--- config.mk ---
export PLATFORM = sky130hd
export DESIGN_NAME = sram_strobe_ctrl
export DESIGN_NICKNAME = d
export VERILOG_FILES = /design/src/rtl/sram_ctrl_pkg.sv /design/src/rtl/sram_seq_ctrl.sv /design/src/rtl/sram_pin_path.sv /design/src/rtl/sram_strobe_ctrl.sv
export SDC_FILE = /design/constraint.sdc
export NUM_CORES = 1
export LEC_CHECK = 0
export ABC_CLOCK_PERIOD_IN_PS = 2200
export BUFFER_PORTS_ARGS = -buffer_cell sky130_fd_sc_hd__buf_2
export CORE_UTILIZATION = 45
export DETAILED_ROUTE_END_ITERATION = 10
export PLACE_DENSITY = 0.78
export SETUP_SLACK_MARGIN = 0.2
export SYNTH_ARGS = -nofsm -noshare
export SYNTH_HDL_FRONTEND = slang
export SYNTH_SLANG_ARGS = --single-unit
--- constraint.sdc ---
create_clock -name clk -period 2.2 [get_ports clk]
set_clock_uncertainty 0.1 [all_clocks]
set_input_delay 0.44 -clock clk [delete_from_list [all_inputs] [get_ports clk]]
set_output_delay 0.44 -clock clk [all_outputs]
set_load 0.01 [all_outputs]
--- src/rtl/sram_ctrl_pkg.sv ---
package sram_ctrl_pkg;

  typedef enum logic [2:0] {
    ST_IDLE   = 3'd0,
    ST_WPULSE = 3'd1,
    ST_WEND   = 3'd2,
    ST_RACC   = 3'd3,
    ST_REND   = 3'd4,
    ST_NACK   = 3'd5
  } seqState_t;

  // Strobe bundle from sequencer to pin datapath (active-high meanings)
  typedef struct packed {
    logic chipOn;
    logic writeOn;
    logic readOn;
    logic laneOn;
    logic drvOn;
    logic load;
    logic capture;
    logic ackOn;
  } pinCmd_t;

  function automatic int unsigned ceilDiv(int unsigned n, int unsigned d);
    return (n + d - 1) / d;
  endfunction

  function automatic int unsigned max2(int unsigned a, int unsigned b);
    return (a > b) ? a : b;
  endfunction

endpackage

--- src/rtl/sram_seq_ctrl.sv ---
module sram_seq_ctrl
  import sram_ctrl_pkg::*;
#(
  parameter int WR_CYC   = 2,
  parameter int RD_CYC   = 2,
  parameter int TURN_CYC = 1,
  parameter int CNT_W    = 2
) (
  input  logic    clk,
  input  logic    rstN,
  input  logic    req,
  input  logic    reqWe,
  input  logic    beAny,
  output pinCmd_t cmd
);

  localparam logic [CNT_W-1:0] WR_LAST = CNT_W'(WR_CYC - 1);
  localparam logic [CNT_W-1:0] RD_LAST = CNT_W'(RD_CYC - 1);
  localparam logic [CNT_W-1:0] TURN_V  = CNT_W'(TURN_CYC);

  seqState_t state, nextState;
  logic [CNT_W-1:0] cnt, nextCnt;

  always_comb begin
    nextState = state;
    unique case (state)
      ST_IDLE: begin
        if (req) begin
          if (!beAny)     nextState = ST_NACK;
          else if (reqWe) nextState = ST_WPULSE;
          else            nextState = ST_RACC;
        end
      end
      ST_WPULSE: if (cnt == WR_LAST) nextState = ST_WEND;
      ST_WEND:   nextState = ST_IDLE;
      ST_RACC:   if (cnt == RD_LAST) nextState = ST_REND;
      ST_REND:   nextState = ST_IDLE;
      ST_NACK:   nextState = ST_IDLE;
      default:   nextState = ST_IDLE;
    endcase
  end

  always_comb begin
    if (nextState != state || nextState == ST_IDLE) nextCnt = '0;
    else                                            nextCnt = cnt + 1'b1;
  end

  // Strobes are decoded from the next state so the datapath can register them
  always_comb begin
    cmd         = '0;
    cmd.chipOn  = (nextState == ST_WPULSE) || (nextState == ST_RACC);
    cmd.writeOn = (nextState == ST_WPULSE);
    cmd.readOn  = (nextState == ST_RACC);
    cmd.laneOn  = cmd.chipOn;
    cmd.drvOn   = ((nextState == ST_WPULSE) && (nextCnt >= TURN_V)) ||
                  (nextState == ST_WEND);
    cmd.load    = (state == ST_IDLE) && req;
    cmd.capture = (state == ST_RACC) && (cnt == RD_LAST);
    cmd.ackOn   = (nextState == ST_WEND) || (nextState == ST_REND) ||
                  (nextState == ST_NACK);
  end

  always_ff @(posedge clk) begin
    if (!rstN) begin
      state <= ST_IDLE;
      cnt   <= '0;
    end else begin
      state <= nextState;
      cnt   <= nextCnt;
    end
  end

  AST_WPULSE_LEN: assert property (@(posedge clk) disable iff (!rstN)
    (state == ST_WEND) |-> ($past(state) == ST_WPULSE && $past(cnt) == WR_LAST));
  AST_RACC_LEN: assert property (@(posedge clk) disable iff (!rstN)
    (state == ST_REND) |-> ($past(state) == ST_RACC && $past(cnt) == RD_LAST));

endmodule

--- src/rtl/sram_pin_path.sv ---
module sram_pin_path
  import sram_ctrl_pkg::*;
#(
  parameter int ADDR_W   = 16,
  parameter int DATA_W   = 16,
  parameter bit HAS_TURN = 1'b1
) (
  input  logic              clk,
  input  logic              rstN,
  input  pinCmd_t           cmd,
  input  logic [ADDR_W-1:0] reqAddr,
  input  logic [DATA_W-1:0] reqWdata,
  input  logic [DATA_W/8-1:0] reqBe,
  input  logic [DATA_W-1:0] dataIn,
  output logic              ack,
  output logic [DATA_W-1:0] rdata,
  output logic [ADDR_W-1:0] memAddr,
  output logic              memCeN,
  output logic              memWeN,
  output logic              memOeN,
  output logic [DATA_W/8-1:0] memLaneN,
  output logic [DATA_W-1:0] dataOut,
  output logic              dataOe
);

  localparam int NLANE = DATA_W / 8;

  logic [ADDR_W-1:0] addrQ;
  logic [DATA_W-1:0] wdataQ;
  logic [NLANE-1:0]  beQ;
  logic [NLANE-1:0]  laneSel;
  logic [DATA_W-1:0] rdataQ;
  logic              ceNQ, weNQ, oeNQ, drvQ, ackQ;
  logic [NLANE-1:0]  laneNQ;

  assign laneSel = cmd.load ? reqBe : beQ;

  always_ff @(posedge clk) begin
    if (!rstN) begin
      addrQ  <= '0;
      wdataQ <= '0;
      beQ    <= '0;
      ceNQ   <= 1'b1;
      weNQ   <= 1'b1;
      oeNQ   <= 1'b1;
      laneNQ <= '1;
      drvQ   <= 1'b0;
      ackQ   <= 1'b0;
    end else begin
      if (cmd.load) begin
        addrQ  <= reqAddr;
        wdataQ <= reqWdata;
        beQ    <= reqBe;
      end
      ceNQ   <= ~cmd.chipOn;
      weNQ   <= ~cmd.writeOn;
      oeNQ   <= ~cmd.readOn;
      laneNQ <= ~(laneSel & {NLANE{cmd.laneOn}});
      drvQ   <= cmd.drvOn;
      ackQ   <= cmd.ackOn;
    end
  end

  // Per-lane read capture with masking of disabled lanes
  for (genvar l = 0; l < NLANE; l++) begin : gLane
    always_ff @(posedge clk) begin
      if (!rstN)            rdataQ[l*8 +: 8] <= '0;
      else if (cmd.capture) rdataQ[l*8 +: 8] <= beQ[l] ? dataIn[l*8 +: 8] : 8'h00;
    end
  end

  assign memAddr  = addrQ;
  assign memCeN   = ceNQ;
  assign memWeN   = weNQ;
  assign memOeN   = oeNQ;
  assign memLaneN = laneNQ;
  assign dataOut  = wdataQ;
  assign dataOe   = drvQ;
  assign ack      = ackQ;
  assign rdata    = rdataQ;

  AST_WR_OE_HIGH: assert property (@(posedge clk) disable iff (!rstN)
    !memWeN |-> memOeN);
  AST_WR_NEEDS_CE: assert property (@(posedge clk) disable iff (!rstN)
    !memWeN |-> !memCeN);
  AST_DRV_HOLD: assert property (@(posedge clk) disable iff (!rstN)
    $rose(memWeN) |-> dataOe);
  AST_DRV_RELEASE: assert property (@(posedge clk) disable iff (!rstN)
    $rose(memWeN) |=> !dataOe);
  AST_ADDR_HELD: assert property (@(posedge clk) disable iff (!rstN)
    (!memCeN && $past(!memCeN)) |-> $stable(memAddr));
  AST_ACK_PULSE: assert property (@(posedge clk) disable iff (!rstN)
    ack |=> !ack);
  AST_NO_CONTENTION: assert property (@(posedge clk) disable iff (!rstN)
    dataOe |-> memOeN);
  AST_TURNAROUND: assert property (@(posedge clk) disable iff (!rstN)
    $rose(memOeN) |-> !dataOe);
  AST_ACK_DESELECT: assert property (@(posedge clk) disable iff (!rstN)
    ack |-> (memCeN && memOeN && (&memLaneN)));

  if (HAS_TURN) begin : gTurnChk
    AST_DRV_WAIT: assert property (@(posedge clk) disable iff (!rstN)
      $fell(memWeN) |-> !dataOe);
  end

endmodule

--- src/rtl/sram_strobe_ctrl.sv ---
module sram_strobe_ctrl
  import sram_ctrl_pkg::*;
#(
  parameter int ADDR_W     = 16,
  parameter int DATA_W     = 16,
  parameter int CLK_NS     = 10,
  parameter int T_WCYC_NS  = 12,
  parameter int T_CEWR_NS  = 9,
  parameter int T_BEWR_NS  = 8,
  parameter int T_ADWR_NS  = 8,
  parameter int T_DSU_NS   = 6,
  parameter int T_TOFF_NS  = 6,
  parameter int T_ACC_NS   = 12,
  parameter int T_OEACC_NS = 6,
  parameter int T_BEACC_NS = 6
) (
  input  logic                clk,
  input  logic                rstN,
  input  logic                req,
  input  logic                reqWe,
  input  logic [ADDR_W-1:0]   reqAddr,
  input  logic [DATA_W-1:0]   reqWdata,
  input  logic [DATA_W/8-1:0] reqBe,
  output logic                ack,
  output logic [DATA_W-1:0]   rdata,
  output logic [ADDR_W-1:0]   memAddr,
  output logic                memCeN,
  output logic                memWeN,
  output logic                memOeN,
  output logic [DATA_W/8-1:0] memLaneN,
  output logic [DATA_W-1:0]   dataOut,
  output logic                dataOe,
  input  logic [DATA_W-1:0]   dataIn
);

  localparam int TURN_CYC = int'(ceilDiv(T_TOFF_NS, CLK_NS));
  localparam int DSU_CYC  = int'(max2(1, ceilDiv(T_DSU_NS, CLK_NS)));
  localparam int WR_CYC   = int'(max2(max2(ceilDiv(T_WCYC_NS, CLK_NS), ceilDiv(T_CEWR_NS, CLK_NS)),
                                 max2(max2(ceilDiv(T_BEWR_NS, CLK_NS), ceilDiv(T_ADWR_NS, CLK_NS)),
                                      TURN_CYC + DSU_CYC)));
  localparam int RD_CYC   = int'(max2(1, max2(ceilDiv(T_ACC_NS, CLK_NS),
                                 max2(ceilDiv(T_OEACC_NS, CLK_NS), ceilDiv(T_BEACC_NS, CLK_NS)))));
  localparam int CNT_W    = $clog2(int'(max2(WR_CYC, RD_CYC)) + 1);

  pinCmd_t cmd;

  sram_seq_ctrl #(
    .WR_CYC  (WR_CYC),
    .RD_CYC  (RD_CYC),
    .TURN_CYC(TURN_CYC),
    .CNT_W   (CNT_W)
  ) uSeq (
    .clk  (clk),
    .rstN (rstN),
    .req  (req),
    .reqWe(reqWe),
    .beAny(|reqBe),
    .cmd  (cmd)
  );

  sram_pin_path #(
    .ADDR_W  (ADDR_W),
    .DATA_W  (DATA_W),
    .HAS_TURN(TURN_CYC > 0)
  ) uPath (
    .clk     (clk),
    .rstN    (rstN),
    .cmd     (cmd),
    .reqAddr (reqAddr),
    .reqWdata(reqWdata),
    .reqBe   (reqBe),
    .dataIn  (dataIn),
    .ack     (ack),
    .rdata   (rdata),
    .memAddr (memAddr),
    .memCeN  (memCeN),
    .memWeN  (memWeN),
    .memOeN  (memOeN),
    .memLaneN(memLaneN),
    .dataOut (dataOut),
    .dataOe  (dataOe)
  );

endmodule

==> key figures, run 1 <==
Timing
  • Final worst path period share: 0.767
  • Max-slew violations: 0
  • Headroom to the max-slew limit: 0.677
  • Highest achievable clock rate: 0.593 GHz
  • Finish-stage setup viols: 0
  • RSZ-0062 raised after global routing: false
  • Final hold violation count: 0
  • Setup Total Neg Slack: 0 ns
  • Final critical-path required period: approximately 1.7 ns
  • Tightest Pin Transition: 0.484 ns

Final layout
  • Footprint of the multi-input gates: 958 um^2
  • Seq. cell area: about 1200 um^2
  • Fin nets: roughly 430
  • N_diodes: 0
  • Utilization of the core after routing: 0.649
  • Syn-to-layout area delta: 36.6%
  • Layout cells sized above 1: 0.354
  • Filler Cell Count: 446

Worst setup path
  • Reg2Reg Depth: 5
  • CP startpoint: uSeq.cnt[0]$_SDFF_PN0_
  • Worst-case register-to-register setup slack: 0.51 ns
  • Critical path type: register to register
  • Critical path capture point: uPath.rdata[6]$_SDFFE_PN0P_
  • Critical path data required time: 2.30 ns
  • RR Endpoint: uPath.rdata[6]$_SDFFE_PN0P_
  • R2R Path Start: uSeq.cnt[0]$_SDFF_PN0_
  • Critical path fanouts, max: 12
  • Capturing element type of the critical path: register
  • Data arrival, critical path: 1.79 ns
  • Startpoint type of the worst setup path: register

Placement
  • HPWL after DPL: 3690 um
  • Port-buffer cells: between 100 and 150
  • RePlAce Congestion: 0.754

Global routing
  • Wire length of the first global-routing pass: between 8000 and 9000 um
  • Maximum number of pins on one net before global-route repair: 36
  • Via count of the first global-routing pass: 1958
  • Number of antenna violations at the first check in global routing: 0
  • Total grt overflow: 0
  • Global-route usage over all layers: 0.202

Detailed routing
  • Vias post-DR: approximately 2200
  • Drt initial violations: 153
  • Post-route DRC violation count: 0
  • Total detailed-routing wirelength: 5180 um
  • Number of nets with antenna violations after detailed routing: 0
  • Count of TritonRoute iterations in the first routing pass: 4
  • Routed len/inst: 11.7 um
  • Post-detailed-route via-to-cell ratio: 4.88

Clock tree
  • Clock-pin slew on the worst setup and hold paths: about 0.060 ns
  • Root buffer cell: sky130_fd_sc_hd__clkbuf_8
  • Buffers inserted during post-CTS setup optimization: 0
  • Number of sinks driven by the clock tree: 62
  • Number of clock buffers inserted by TritonCTS: 9
  • Clock buffer depth: 2
  • Deepest level of the CTS H-tree: 3
  • Source-to-sink clock delay at the later pin of the worst-skew pair: roughly 0.33 ns
  • Hold bufs inserted after CTS: 0
  • Count of instances resized after the clock tree is built: 0
  • Clock tree from TritonCTS: built

Pwr
  • Leakage power of the design: 1.42 nW
  • PwrDens: around 830 nW/um^2
  • Worst supply voltage drop on vdd: 0.547 mV

Worst hold path
  • Hold Crit Depth: 3
  • HP Class: input pin to register

Status
  • Outcome: finished clean

Yosys
  • Yosys warning count: 0
  • Fraction of the yosys area taken by sequential cells: 0.542
  • Cell area after synthesis: 2290 um^2
  • Net count after synthesis: about 320
  • Mapped Cells: 264
  • Synth Area per Inst: just under 9 um^2
  • #FFs+latches synth: 62
  • Post-synthesis cell type count: 25

Floorplanning
  • Chip height: 73.3 um
  • Die extent in x: 73.3 um
  • IO Pins: 109
  • Floorplan Core Area: 4820 um^2
  • Starting density of the core: 0.475
  • Number of rows in the core area: 25
  • Die Footprint: 5370 um^2

Run
  • Max-cap viol count: 0
[worst min-delay path by stage]
stage | slack [ns] | endpoint | from
6_report | 0.25 | uPath.dataOut[4]$_SDFFE_PN0P_ | reqWdata[4]
5_1_grt | 0.24 | uPath.dataOut[4]$_SDFFE_PN0P_ | reqWdata[4]
4_1_cts | 0.24 | uPath.dataOut[4]$_SDFFE_PN0P_ | reqWdata[4]
3_5_place_dp | 0.34 | uPath.dataOut[15]$_SDFFE_PN0P_ | uPath.dataOut[15]$_SDFFE_PN0P_
3_3_place_gp | 0.33 | uSeq.cnt[0]$_SDFF_PN0_ | uSeq.cnt[0]$_SDFF_PN0_
2_1_floorplan | 0.32 | uSeq.cnt[0]$_SDFF_PN0_ | uSeq.cnt[0]$_SDFF_PN0_
[cells by family after synthesis]
logic type      after synthesis  share of synthesized area
buf+inv                      23                     0.0416
flops                        62                      0.542
compound gates               60                      0.180
fa+ha+maj                     1                    0.00547
xor+xnor                      1                    0.00383
simple gates                117                      0.226
[synthesized netlist by cell type (all sizes together)]
cell | instances | share of area
inv | 2 | 0.0033
nor4b | 2 | 0.010
o21ai | 16 | 0.035
nand3 | 34 | 0.074
nor2b | 2 | 0.0055
clkbuf | 11 | 0.018
o211ai | 1 | 0.0033
nor3b | 1 | 0.0033
dfxtp | 62 | 0.54
a31o | 1 | 0.0038
o21a | 1 | 0.0033
ha | 1 | 0.0055
buf | 10 | 0.020
nand4b | 1 | 0.0038
a22o | 2 | 0.0077
nor2 | 4 | 0.0066
a21boi | 36 | 0.12
nand2 | 72 | 0.12
a31oi | 2 | 0.0055
or4b | 1 | 0.0044
a32oi | 1 | 0.0038
xor2 | 1 | 0.0038
[placed cells by master (no fill, tap or decap), types with 4 or more instances in the layout]
cell / count
sky130_fd_sc_hd__buf_2: 108
sky130_fd_sc_hd__a21boi_1: 5
sky130_fd_sc_hd__a21boi_0: 31
sky130_fd_sc_hd__clkbuf_8: 10
sky130_fd_sc_hd__o21ai_0: 16
sky130_fd_sc_hd__dfxtp_1: 62
sky130_fd_sc_hd__nand2_1: 72
sky130_fd_sc_hd__nand3_1: 34
sky130_fd_sc_hd__buf_4: 8
sky130_fd_sc_hd__nor2_1: 4
[worst max-delay path, stage by stage, from the launching register on]
cell	delay [ns]
sky130_fd_sc_hd__dfxtp_1	0.36
sky130_fd_sc_hd__ha_1	0.25
sky130_fd_sc_hd__nand4b_1	0.37
sky130_fd_sc_hd__buf_4	0.32
sky130_fd_sc_hd__nand3_1	0.08
sky130_fd_sc_hd__o21ai_0	0.09
[metrics by stage]
| stage | worst slack, ns | hold slack [ns] | cell area, um^2 | instances | total power, mW |
|---|---|---|---|---|---|
| 2_1_floorplan | 0.643 | 0.318 | 2290 | 264 | 1.41 |
| 3_3_place_gp | 0.536 | 0.328 | 2910 | 427 | 1.55 |
| 3_5_place_dp | 0.505 | 0.344 | 2910 | 427 | 1.55 |
| 4_1_cts | 0.510 | 0.236 | 3130 | 443 | 2.62 |
| 5_1_grt | 0.342 | 0.237 | 3130 | 443 | 2.72 |
| 6_report | 0.513 | 0.248 | 3130 | 443 | 2.60 |
[registers in the layout, indices dropped and copies added, names as in the netlist, 2 cells and up]
name / count
uPath.rdata: 16
uPath.beQ: 2
uPath.memLaneN: 2
uSeq.state: 3
uPath.dataOut: 16
uSeq.cnt: 2
uPath.memAddr: 16
[power breakdown]
group	switching [mW]	leakage [nW]	internal (mW)	total, mW
clock network	0.404	0.110	0.666	1.07
registers	0.0354	0.506	1.18	1.22
logic	0.170	0.799	0.139	0.309
total	0.609	1.42	1.99	2.60
[layout make-up]
cell class              count  area share
clock inverters             4      0.0224
repair buffers            117       0.198
flip-flops and latches     62       0.397
clock buffers              12      0.0464
well taps                  67      0.0268
inverters                   2     0.00240
multi-input cells         179       0.307
[metal layers]
metal | wire length [um] | global-route usage | vias to the layer above
met5 | 0 | 0 | -
met2 | 2510 | 0.333 | 64
li1 | - | - | 1108
met3 | 243 | 0.0453 | 7
met1 | 2330 | 0.238 | 982
met4 | 99 | 0.126 | 0
(Power assumes the default switching activity.)
==> run 2, diff against run 1 <==
Settings changed: ABC_CLOCK_PERIOD_IN_PS 2200 to 1750.
Clock period 2.2 ns to 1.75 ns, I/O delays scaled along.
==> key figures, run 2 (synthesis results as in run 1) <==
Global routing
  • Global-route usage over all layers: 0.211 (+0.00916)
  • Maximum number of pins on one net before global-route repair: 42 (+17%)
  • Wire length of the first global-routing pass: 8670 um (+5.2%)
  • Via count of the first global-routing pass: 2011 (+2.7%)
  • Number of antenna violations at the first check in global routing: 0 (unchanged)
  • Total grt overflow: 0 (unchanged)

Worst setup path
  • Largest incremental delay on the critical path: 0.56 ns (+0.19 ns)
  • Crit. path cell count: 3 (-2)
  • Data arrival, critical path: 1.64 ns (-0.15 ns)
  • Critical path data required time: 1.86 ns (-0.44 ns)
  • CP cell instances: or4b_4 > nor4b_2 > a31oi_1
  • Capturing element type of the critical path: register
  • Family of cells with the greatest summed delay on the critical path: simple AND/OR/NAND/NOR gates
  • R2R Path Start: uSeq.state[2]$_SDFF_PN0_
  • Critical path fanouts, max: 5 (-7)
  • Critical path type: register to register
  • CP startpoint: uSeq.state[2]$_SDFF_PN0_
  • Startpoint type of the worst setup path: register
  • Reg2Reg Depth: 3 (-2)
  • Count of buffering cells on the critical path with inverters included: 0 (-1)
  • Worst path slowest cell: sky130_fd_sc_hd__or4b_4

Final layout
  • Utilization of the core after routing: 0.653 (+0.00364)
  • Fin nets: 427 (+0.23%)
  • Syn-to-layout area delta: 37.4%
  • Final Non-Filler Cells: 444 (+0.23%)
  • Layout cells sized above 1: 0.369 (+0.0150)
  • Most frequent standard cell in the layout excluding fill and tap cells: sky130_fd_sc_hd__buf_2
  • Fin area: 3140 um^2 (+0.56%)
  • Commonest cells after routing, fill and taps aside: 108 x sky130_fd_sc_hd__buf_2, 72 x sky130_fd_sc_hd__nand2_1, 61 x sky130_fd_sc_hd__dfxtp_1, 34 x sky130_fd_sc_hd__nand3_1, 31 x sky130_fd_sc_hd__a21boi_0
  • N_diodes: 0 (unchanged)

Timing
  • Finish-stage setup viols: 0 (unchanged)
  • Max-slew violations: 0 (unchanged)
  • Headroom to the max-slew limit: 0.756 (+0.0782)
  • Final hold violation count: 0 (unchanged)
  • Setup Total Neg Slack: 0 ns (unchanged)
  • Final worst path period share: 0.877 (+0.110)
  • Highest achievable clock rate: 0.651 GHz (+9.9%)
  • Tightest Pin Transition: 0.366 ns (-0.118 ns)
  • Final critical-path required period: 1.53 ns (-0.152 ns)
  • RSZ-0062 raised after global routing: true

Detailed routing
  • Count of TritonRoute iterations in the first routing pass: 4 (unchanged)
  • Number of nets with antenna violations after detailed routing: 0 (unchanged)
  • Drt initial violations: 128 (-16%)
  • Routed len/inst: 12.3 um (+4.9%)
  • Post-route DRC violation count: 0 (unchanged)
  • Post-detailed-route via-to-cell ratio: 4.85 (-0.59%)
  • Total detailed-routing wirelength: 5440 um (+5.1%)
  • Vias post-DR: 2153 (-0.37%)

Clock tree
  • Hold bufs inserted after CTS: 0 (unchanged)
  • Clock tree from TritonCTS: built
  • Number of clock buffers inserted by TritonCTS: 9 (unchanged)
  • Clock-pin slew on the worst setup and hold paths: 0.06 ns (about the same)
  • Clock buffer depth: 2 (unchanged)
  • Source-to-sink clock delay at the later pin of the worst-skew pair: 0.33 ns (about the same)
  • Deepest level of the CTS H-tree: 3 (unchanged)
  • Root buffer cell: sky130_fd_sc_hd__clkbuf_8
  • Buffers inserted during post-CTS setup optimization: 0 (unchanged)
  • Count of instances resized after the clock tree is built: 1 (+1)
  • Number of sinks driven by the clock tree: 62 (unchanged)

Placement
  • HPWL after DPL: 3770 um (+2.1%)
  • Port-buffer cells: 108 (unchanged)
  • RePlAce Congestion: 0.750 (-0.45%)
  • Inst Count DP: 428 (+0.23%)
  • DP Area: 2940 um^2 (+0.86%)

Floorplanning
  • IO Pins: 109 (unchanged)
  • Die extent in x: 73.3 um (unchanged)
  • Starting density of the core: 0.475 (unchanged)
  • Number of rows in the core area: 25 (unchanged)
  • Chip height: 73.3 um (unchanged)
  • Floorplan Core Area: 4820 um^2 (unchanged)
  • Die Footprint: 5370 um^2 (unchanged)

Run
  • Max-cap viol count: 0 (unchanged)

Pwr
  • Proportion of power drawn by the clock network: 0.370 (-0.042)
  • PwrDens: 981 nW/um^2 (+18%)
  • Worst supply voltage drop on vdd: 0.589 mV (+7.7%)
  • Leakage power of the design: 1.42 nW (about the same)
  • P_sw: 0.782 mW (+28%)
  • Internal power consumption: 2.30 mW (+16%)
  • Total power consumption of the routed design: 3.09 mW (+19%)
  • Comb power frac: 0.133 (+0.014)
  • Switching part of the total power: 0.253 (+0.0186)
  • Sequential fraction of design power: 0.497 (+0.028)

Worst hold path
  • Hold Crit Depth: 3 (unchanged)
  • Worst min-delay path startpoint: reqWdata[6]
  • HP Class: input pin to register

Status
  • Outcome: finished clean
run 2: layer usage:
layer | vias up | share of wire | track usage
met2 | 62 | 0.50 | 0.366
met5 | - | 0 | 0
met1 | 980 | 0.43 | 0.237
met4 | 0 | 0.012 | 0.0940
met3 | 7 | 0.050 | 0.0672
li1 | 1104 | - | -
run 2: cell type report:
cell class	count	area, um^2
Inverter	2	7.51
Multi-Input combinational cell	179	976
Tap cell	67	83.8
Clock buffer	13	169
Sequential cell	62	1240
Clock inverter	3	17.5
Fill cell	443	1670
Timing Repair Buffer	118	648
run 2: tightest hold or removal path, cell delays in order:
cell and delay (ns):
sky130_fd_sc_hd__buf_2 0.09, sky130_fd_sc_hd__nand2_1 0.05, sky130_fd_sc_hd__a21boi_1 0.05
run 2: power by group through the flow:
stage | sequential, mW | combinational, mW | clock, mW
after global routing | 1.54 | 0.455 | 1.25
after floorplan | 1.58 | 0.190 | 0
after detailed placement | 1.56 | 0.404 | 0
after CTS | 1.53 | 0.407 | 1.19
after global placement | 1.56 | 0.394 | 0
final | 1.53 | 0.410 | 1.14
run 2: final timing paths:
path | endpoint | slack, ns
max | uPath.memOeN$_SDFF_PN1_ | 0.22
min | uPath.dataOut[6]$_SDFFE_PN0P_ | 0.16
max reg2reg | uPath.memOeN$_SDFF_PN1_ | 0.22
min reg2reg | uSeq.cnt[0]$_SDFF_PN0_ | 0.36
run 2: through the flow:
step           hold slack [ns]  worst slack [ns]
3_3_place_gp             0.330             0.212
3_5_place_dp             0.339             0.168
2_1_floorplan            0.318             0.232
6_report                 0.158             0.215
4_1_cts                  0.137             0.223
5_1_grt                  0.143             0.177
